$ cat src/rtl/slice_rf_pkg.sv
package slice_rf_pkg;

    localparam int DEF_WORD_W   = 32;
    localparam int DEF_SLICE_W  = 8;
    localparam int DEF_ADDR_W   = 4;
    localparam int DEF_RD_PORTS = 2;

    // Width of a select able to name n items (at least one bit).
    function automatic int sel_bits(input int n);
        return (n > 1) ? $clog2(n) : 1;
    endfunction

endpackage

$ cat src/rtl/srf_wr_decode.sv
module srf_wr_decode #(
    parameter int NUM_WORDS  = 16,
    parameter int ADDR_W     = 4,
    parameter int NUM_SLICES = 4,
    parameter int SEL_W      = 2
) (
    input  logic                                  wr_en,
    input  logic [ADDR_W-1:0]                     wr_addr,
    input  logic [SEL_W-1:0]                      slice_sel,
    output logic [NUM_WORDS-1:0][NUM_SLICES-1:0]  slice_we
);

    for (genvar w = 0; w < NUM_WORDS; w++) begin : g_word
        for (genvar s = 0; s < NUM_SLICES; s++) begin : g_slice
            if (w == 0) begin : g_zero
                // word 0 is never written
                assign slice_we[w][s] = 1'b0;
            end else begin : g_dec
                assign slice_we[w][s] = wr_en
                                     && (wr_addr == ADDR_W'(w))
                                     && (slice_sel == SEL_W'(s));
            end
        end
    end

endmodule

$ cat src/rtl/srf_word.sv
module srf_word #(
    parameter int SLICE_W    = 8,
    parameter int NUM_SLICES = 4
) (
    input  logic                                 clk,
    input  logic                                 rst,
    input  logic [NUM_SLICES-1:0]                slice_we,
    input  logic [SLICE_W-1:0]                   wr_data,
    output logic [NUM_SLICES-1:0][SLICE_W-1:0]   word_q
);

    for (genvar s = 0; s < NUM_SLICES; s++) begin : g_slice
        always_ff @(posedge clk) begin
            if (rst) begin
                word_q[s] <= '0;
            end else if (slice_we[s]) begin
                word_q[s] <= wr_data;
            end
        end
    end

endmodule

$ cat src/rtl/srf_read_port.sv
module srf_read_port #(
    parameter int NUM_WORDS  = 16,
    parameter int WORD_W     = 32,
    parameter int SLICE_W    = 8,
    parameter int ADDR_W     = 4,
    parameter int SEL_W      = 2
) (
    input  logic [NUM_WORDS-1:0][WORD_W-1:0] words,
    input  logic [ADDR_W-1:0]                addr,
    input  logic [SEL_W-1:0]                 slice_sel,
    output logic [SLICE_W-1:0]               data
);

    logic [WORD_W-1:0] picked;

    always_comb begin
        picked = words[addr];
        if (addr == '0) begin
            // forced by logic, independent of stored state
            data = '0;
        end else begin
            data = picked[int'(slice_sel) * SLICE_W +: SLICE_W];
        end
    end

endmodule

$ cat src/rtl/slice_regfile.sv
module slice_regfile
    import slice_rf_pkg::*;
#(
    parameter int WORD_W   = DEF_WORD_W,
    parameter int SLICE_W  = DEF_SLICE_W,
    parameter int ADDR_W   = DEF_ADDR_W,
    parameter int RD_PORTS = DEF_RD_PORTS,
    localparam int NUM_WORDS  = 1 << ADDR_W,
    localparam int NUM_SLICES = WORD_W / SLICE_W,
    localparam int SEL_W      = sel_bits(NUM_SLICES)
) (
    input  logic                          clk,
    input  logic                          rst,
    input  logic [SEL_W-1:0]              slice_sel,
    input  logic [RD_PORTS*ADDR_W-1:0]    rd_addr,
    output logic [RD_PORTS*SLICE_W-1:0]   rd_data,
    input  logic                          wr_en,
    input  logic [ADDR_W-1:0]             wr_addr,
    input  logic [SLICE_W-1:0]            wr_data,
    output logic [NUM_WORDS*WORD_W-1:0]   dbg_words
);

    typedef struct packed {
        logic               en;
        logic [ADDR_W-1:0]  addr;
        logic [SEL_W-1:0]   sel;
        logic [SLICE_W-1:0] data;
    } wr_req_t;

    initial begin
        if (WORD_W % SLICE_W != 0) begin
            $display("slice_regfile: WORD_W must be a multiple of SLICE_W");
        end
    end

    wr_req_t                                  wreq;
    logic [NUM_WORDS-1:0][NUM_SLICES-1:0]     slice_we;
    logic [NUM_WORDS-1:0][WORD_W-1:0]         words;

    assign wreq = '{en: wr_en, addr: wr_addr, sel: slice_sel, data: wr_data};

    srf_wr_decode #(
        .NUM_WORDS  (NUM_WORDS),
        .ADDR_W     (ADDR_W),
        .NUM_SLICES (NUM_SLICES),
        .SEL_W      (SEL_W)
    ) u_dec (
        .wr_en      (wreq.en),
        .wr_addr    (wreq.addr),
        .slice_sel  (wreq.sel),
        .slice_we   (slice_we)
    );

    for (genvar w = 0; w < NUM_WORDS; w++) begin : g_word
        if (w == 0) begin : g_const
            assign words[w] = '0;
            logic unused_we;
            assign unused_we = |slice_we[w];
        end else begin : g_store
            srf_word #(
                .SLICE_W    (SLICE_W),
                .NUM_SLICES (NUM_SLICES)
            ) u_word (
                .clk        (clk),
                .rst        (rst),
                .slice_we   (slice_we[w]),
                .wr_data    (wreq.data),
                .word_q     (words[w])
            );
        end
    end

    for (genvar p = 0; p < RD_PORTS; p++) begin : g_rd
        srf_read_port #(
            .NUM_WORDS  (NUM_WORDS),
            .WORD_W     (WORD_W),
            .SLICE_W    (SLICE_W),
            .ADDR_W     (ADDR_W),
            .SEL_W      (SEL_W)
        ) u_rp (
            .words      (words),
            .addr       (rd_addr[p*ADDR_W +: ADDR_W]),
            .slice_sel  (slice_sel),
            .data       (rd_data[p*SLICE_W +: SLICE_W])
        );
    end

    assign dbg_words = words;

endmodule

$ cat config.mk
export PLATFORM = sky130hd
export DESIGN_NAME = slice_regfile
export DESIGN_NICKNAME = d
export VERILOG_FILES = /design/src/rtl/slice_rf_pkg.sv /design/src/rtl/srf_wr_decode.sv /design/src/rtl/srf_word.sv /design/src/rtl/srf_read_port.sv /design/src/rtl/slice_regfile.sv
export SDC_FILE = /design/constraint.sdc
export NUM_CORES = 1
export LEC_CHECK = 0
export BUFFER_PORTS_ARGS = -buffer_cell sky130_fd_sc_hd__buf_4
export CORE_MARGIN = 5
export CORE_UTILIZATION = 51
export CTS_CLUSTER_SIZE = 40
export DETAILED_ROUTE_END_ITERATION = 8
export PLACE_DENSITY = 0.78
export SKIP_LAST_GASP = 1
export SLEW_MARGIN = 0
export SYNTH_ARGS = -nofsm -noshare
export SYNTH_HDL_FRONTEND = slang
export SYNTH_HIERARCHICAL = 1
export SYNTH_SLANG_ARGS = --single-unit
$ cat constraint.sdc
create_clock -name clk -period 2.2 [get_ports clk]
set_input_delay 0.44 -clock clk [delete_from_list [all_inputs] [get_ports clk]]
set_output_delay 0.44 -clock clk [all_outputs]
set_load 0.03 [all_outputs]
---- After elaboration in Yosys (flattened, before gate mapping) ----
Cells that the tools add are included.
cells by class
  $lt $le $gt $ge ......................... 2
  equality and inequality tests ........... 18
  shift operators ......................... 2
  multiplexer cells ....................... 6
  reduce and logical (&&, ||, !) cells .... 78
operators with widths
  cell                                                 number
  binary-select mux 32 bit (select 4 bit)              2
  logical AND 1 bit                                    75
  two-way mux 32 bit                                   2
  variable part select 32 x 6 -> 8 bit                 2
  == test 4 bit (second input constant)                8
  == test 4 x 3 -> 1 bit (second input constant)       4
  two-way mux 8 bit                                    2
  < comparator 4 x 5 -> 1 bit (second input constant)  2
  == test 4 x 2 -> 1 bit (second input constant)       2
  logical NOT 4 bit                                    2
  == test 2 bit (second input constant)                2
  == test 4 x 1 -> 1 bit (second input constant)       1
  == test 2 x 1 -> 1 bit (second input constant)       1
  logical NOT 2 bit                                    1
word-level totals
  flip-flop bits (word level) ............. 480
  input bits .............................. 25
  logic and storage cells ................. 166

---- Longest topological paths before layout ----
  depth after elaboration ................. 4
  depth in mapped cells ................... 9

---- Cells and area by module ----
Netlist, hierarchy kept.
by module, submodules not included
  module         times used  cells each  area an instance (sq um)  seq. area each (sq um)
  srf_word       15          103         1141.1                    640.6
  srf_read_port  2           366         4570.6                    0.0
  srf_wr_decode  1           93          490.5                     0.0
  slice_regfile  1           33          244.0                     0.0

---- Worst setup path before layout ----
Ideal clock, no wire load.
  path kind ............................... in2out
  from .................................... in rd_addr[6]
  to ...................................... out rd_data[14]
  arrival time ............................ 2.078 ns
  slack ................................... -0.318 ns
  stages .................................. 7
  buffers on the path ..................... 3
  path through ............................ buf_2 > buf_2 > buf_2 > a211oi_1 > a2111oi_1 > a2111oi_0 > o22ai_1
between the ends
  cells in the longest elaborated chain, start to end .. 4
  elaborated cells on any way between the ends .. 5
  classes of those cells .................. shift (1); mux (3); reduce/logical (1)
ends and longest elaborated chain
  item                                      RTL line             text
  from (decl)                               slice_regfile.sv:15  input logic [RD_PORTS*ADDR_W-1:0] rd_addr,
  binary-select mux 32 bit (select 4 bit)   srf_read_port.sv:17  picked = words[addr];
  two-way mux 32 bit (not written as such)  srf_read_port.sv:17
  variable part select 32 x 6 -> 8 bit      srf_read_port.sv:22  data = picked[int'(slice_sel) * SLICE_W +: SLICE_W];
  two-way mux 8 bit (*)                     srf_read_port.sv:18  if (addr == '0) begin
  to (decl)                                 slice_regfile.sv:16  output logic [RD_PORTS*SLICE_W-1:0] rd_data,
Every way passes the cells marked *; elsewhere a longest branch is shown, timed or not. The select of a mux whose other input is x is not followed.

---- Worst setup path after layout ----
  from .................................... reg g_word[7].g_store.u_word/word_q[24] (netlist name)
  to ...................................... out rd_data[8]
between the ends
  cells in the longest elaborated chain, start to end .. 4
ends and longest elaborated chain
  item                                      RTL line             text
  from (decl)                               srf_word.sv:9        output logic [NUM_SLICES-1:0][SLICE_W-1:0] word_q
  from (signal, indexed assignment)         srf_word.sv:17       word_q[s] <= wr_data;
  binary-select mux 32 bit (select 4 bit)   srf_read_port.sv:17
  two-way mux 32 bit (not written as such)  srf_read_port.sv:17
  variable part select 32 x 6 -> 8 bit      srf_read_port.sv:22
  two-way mux 8 bit                         srf_read_port.sv:18
No other way between the ends. The select of a mux whose other input is x is not followed.

==> flow_metrics.py <==
metrics = {
    "route": {
        "firstDrtPassIters": 8,
        "post_drt_via_cell_ratio": 6.23,
        "routedWlPerCell_um": 28.6,
        "drtIter0Drc": 3311,
        "drc": 0,
        "num_vias": 26600,
        "ant_nets": 0,
        "routed_wl_um": 122000,
    },
    "setup_path": {
        "r2r_slack_ns": 1.22,
        "crit_end": "rd_data[8]",
        "crit_fanout": 3,
        "startpoint_type": "register",
        "path_class": "register to output port",
        "critical_path_arrival_ns": 2.51,
        "critPathLaunch": "g_word[7].g_store.u_word/word_q[24]$_SDFFE_PP0P_",
        "end_kind": "output port",
        "r2r-end": "g_word[8].g_store.u_word/word_q[4]$_SDFFE_PP0P_",
        "cp.required_ns": 1.76,
        "reg2reg_depth": 3,
        "rr_startpoint": "g_word[8].g_store.u_word/word_q[4]$_SDFFE_PP0P_",
    },
    "grt": {
        "grt_max_degree": 68,
        "antenna_found_initial": 0,
        "grt_overflow": 0,
        "grt_pass1_wl_um": 173000,
        "grt_use_total_pct": 40.2,
        "grt_pass1_vias": 26300,
    },
    "sta": {
        "finalSetupViolCount": 16,
        "whs_ns": 0.264,
        "finalHoldViolCount": 0,
        "slew_viol_final": 0,
        "worst_slew_pin_slew_ns": 0.733,
        "fin_crit_ns": 2.95,
        "relSlewSlack_pct": 51.1,
        "fmax_mhz": 339,
        "min_period_over_period_pct": 134,
        "skew_ns": 0,
        "finalWorstSetupSlack_ns": -0.753,
        "tns_ns": -10.26,
        "rsz0062_at_grt": "yes",
    },
    "layout": {
        "fin_cells": 4262,
        "syn_to_final_growth_pct": 43.8,
        "largest_reg_flops": 480,
        "nNetsFinal": 3561,
        "top_regs": "g_word.g_store.u_word/word_q x480",
        "layout-drive-gt1-share_pct": 47.7,
        "top_register": "g_word.g_store.u_word/word_q",
        "nFillCells": 3491,
        "regArea_um2": 9670,
        "multi_input_area_um2": 16200,
    },
    "cts": {
        "tritoncts": "yes",
        "ctsHtreeMaxLevel": 2,
        "cts_root_buffer": "clkbuf_16",
        "clock-sinks": 480,
        "cts.reportedPaths.clkPinSlew_ns": 0.06,
        "clockBufferDepth": 3,
        "insertion_delay_ns": 0.60,
        "cts-buffers-inserted": 53,
    },
    "place": {
        "dp_slack_ns": -0.825,
        "port_buffers": 520,
        "dpl.cell_count": 4156,
        "hpwl_um": 90200,
        "gp_congestion": 1.02,
    },
    "power": {
        "irDropWorstVdd_v": 0.000584,
        "p_leak_nw": 16.1,
        "powerDensity_nw_per_um2": 543,
    },
    "die": {
        "core.rowCount": 84,
        "pin_count": 553,
        "core_area_um2": 52400,
        "die_y_um": 240,
        "fp.dieArea_um2": 57600,
        "start_util_pct": 51.4,
        "die-width_um": 240,
    },
    "synth": {
        "netlist_instances": 2398,
        "netlist_area_um2": 27000,
        "yosysWarningCount": 6,
        "avgSynthCellArea_um2": 11.2,
    },
    "hold_path": {
        "hp-class": "input pin to register",
    },
    "outcome": {
        "violations": "negative setup slack",
        "outcome": "finished, violations left",
    },
    "flow_run": {
        "cap_viol_max_count": 0,
    },
}
layout by cell type, fill, tap and decap left out, drive strengths merged, types with 5 or more instances in the layout:
cell     instances
mux4           230
conb            96
a32o            10
nor2b           22
o22ai           18
dfxtp          480
clkinv           5
nand4bb          5
a2111oi          8
bufinv           7
o221ai          18
o211ai           8
clkbuf          78
nor4             5
buf           1225
a211oi          14
nand3            7
nor2           569
o21ai           16
nand2b          12
inv              7
mux2            26
mux2i          574
nand2           43
a21oi           18
a221oi           8
or3              6
a31oi           10
repair_timing:
item                                    CTS  global route
gates cloned                              1             4
pin swaps                                20            25
gates resized for setup                 101            80
endpoints found under the setup margin   16            16
hold buffers                              0             0
buffers inserted                          6             6
area by class of cell:
class	instances	area share, %
flip-flops and latches	480	24.9
diodes	1	0.00645
repair buffers	1229	26.3
inverters	4	0.0387
clock inverters	18	0.765
clock buffers	74	3.97
well taps	688	2.22
multi-input cells	1768	41.7
worst min-delay path by stage:
stage / start / to / slack, ns / cells past startpoint
3_5_place_dp: g_word[12].g_store.u_word/word_q[23]$_SDFFE_PP0P_ / g_word[12].g_store.u_word/word_q[23]$_SDFFE_PP0P_ / 0.54 / 2
3_3_place_gp: g_word[2].g_store.u_word/word_q[12]$_SDFFE_PP0P_ / g_word[2].g_store.u_word/word_q[12]$_SDFFE_PP0P_ / 0.52 / 2
5_1_grt: rst / g_word[11].g_store.u_word/word_q[27]$_SDFFE_PP0P_ / 0.27 / 2
4_1_cts: rst / g_word[14].g_store.u_word/word_q[27]$_SDFFE_PP0P_ / 0.24 / 2
2_1_floorplan: rst / g_word[10].g_store.u_word/word_q[31]$_SDFFE_PP0P_ / 0.51 / 1
6_report: rst / g_word[10].g_store.u_word/word_q[29]$_SDFFE_PP0P_ / 0.26 / 2
critical path: stages, from the launching register on:
cell	delay, ns
dfxtp_2	0.34
mux4_2	0.52
mux4_2	0.57
o22ai_2	0.19
o21ai_2	0.11
buf_4	0.18
through the flow:
stage               area [µm²]  utilization, %  power, mW
global route             38800            73.9       21.5
finish                   38800            73.9       21.0
floorplan                27500               -       10.4
CTS                      38300            73.1       20.9
detailed placement       36100            68.8       11.5
global placement         36100            68.8       11.5
per-layer routing:
metal / GRT usage [%] / vias up / wire [µm]
met1: 50.9 / 13100 / 44200
li1: - / 11000 / -
met3: 7.49 / 509 / 12200
met4: 22.1 / 0 / 8800
met2: 65.3 / 1939 / 56800
met5: 0 / - / 0
power breakdown:
| part | internal (mW) | leakage (nW) | switching (mW) | total, mW |
|---|---|---|---|---|
| registers | 8.73 | 3.89 | 0.0399 | 8.77 |
| logic | 1.14 | 11.3 | 1.64 | 2.78 |
| clock network | 5.69 | 0.890 | 3.81 | 9.50 |
No activity file was read; power rests on OpenSTA's default activity.
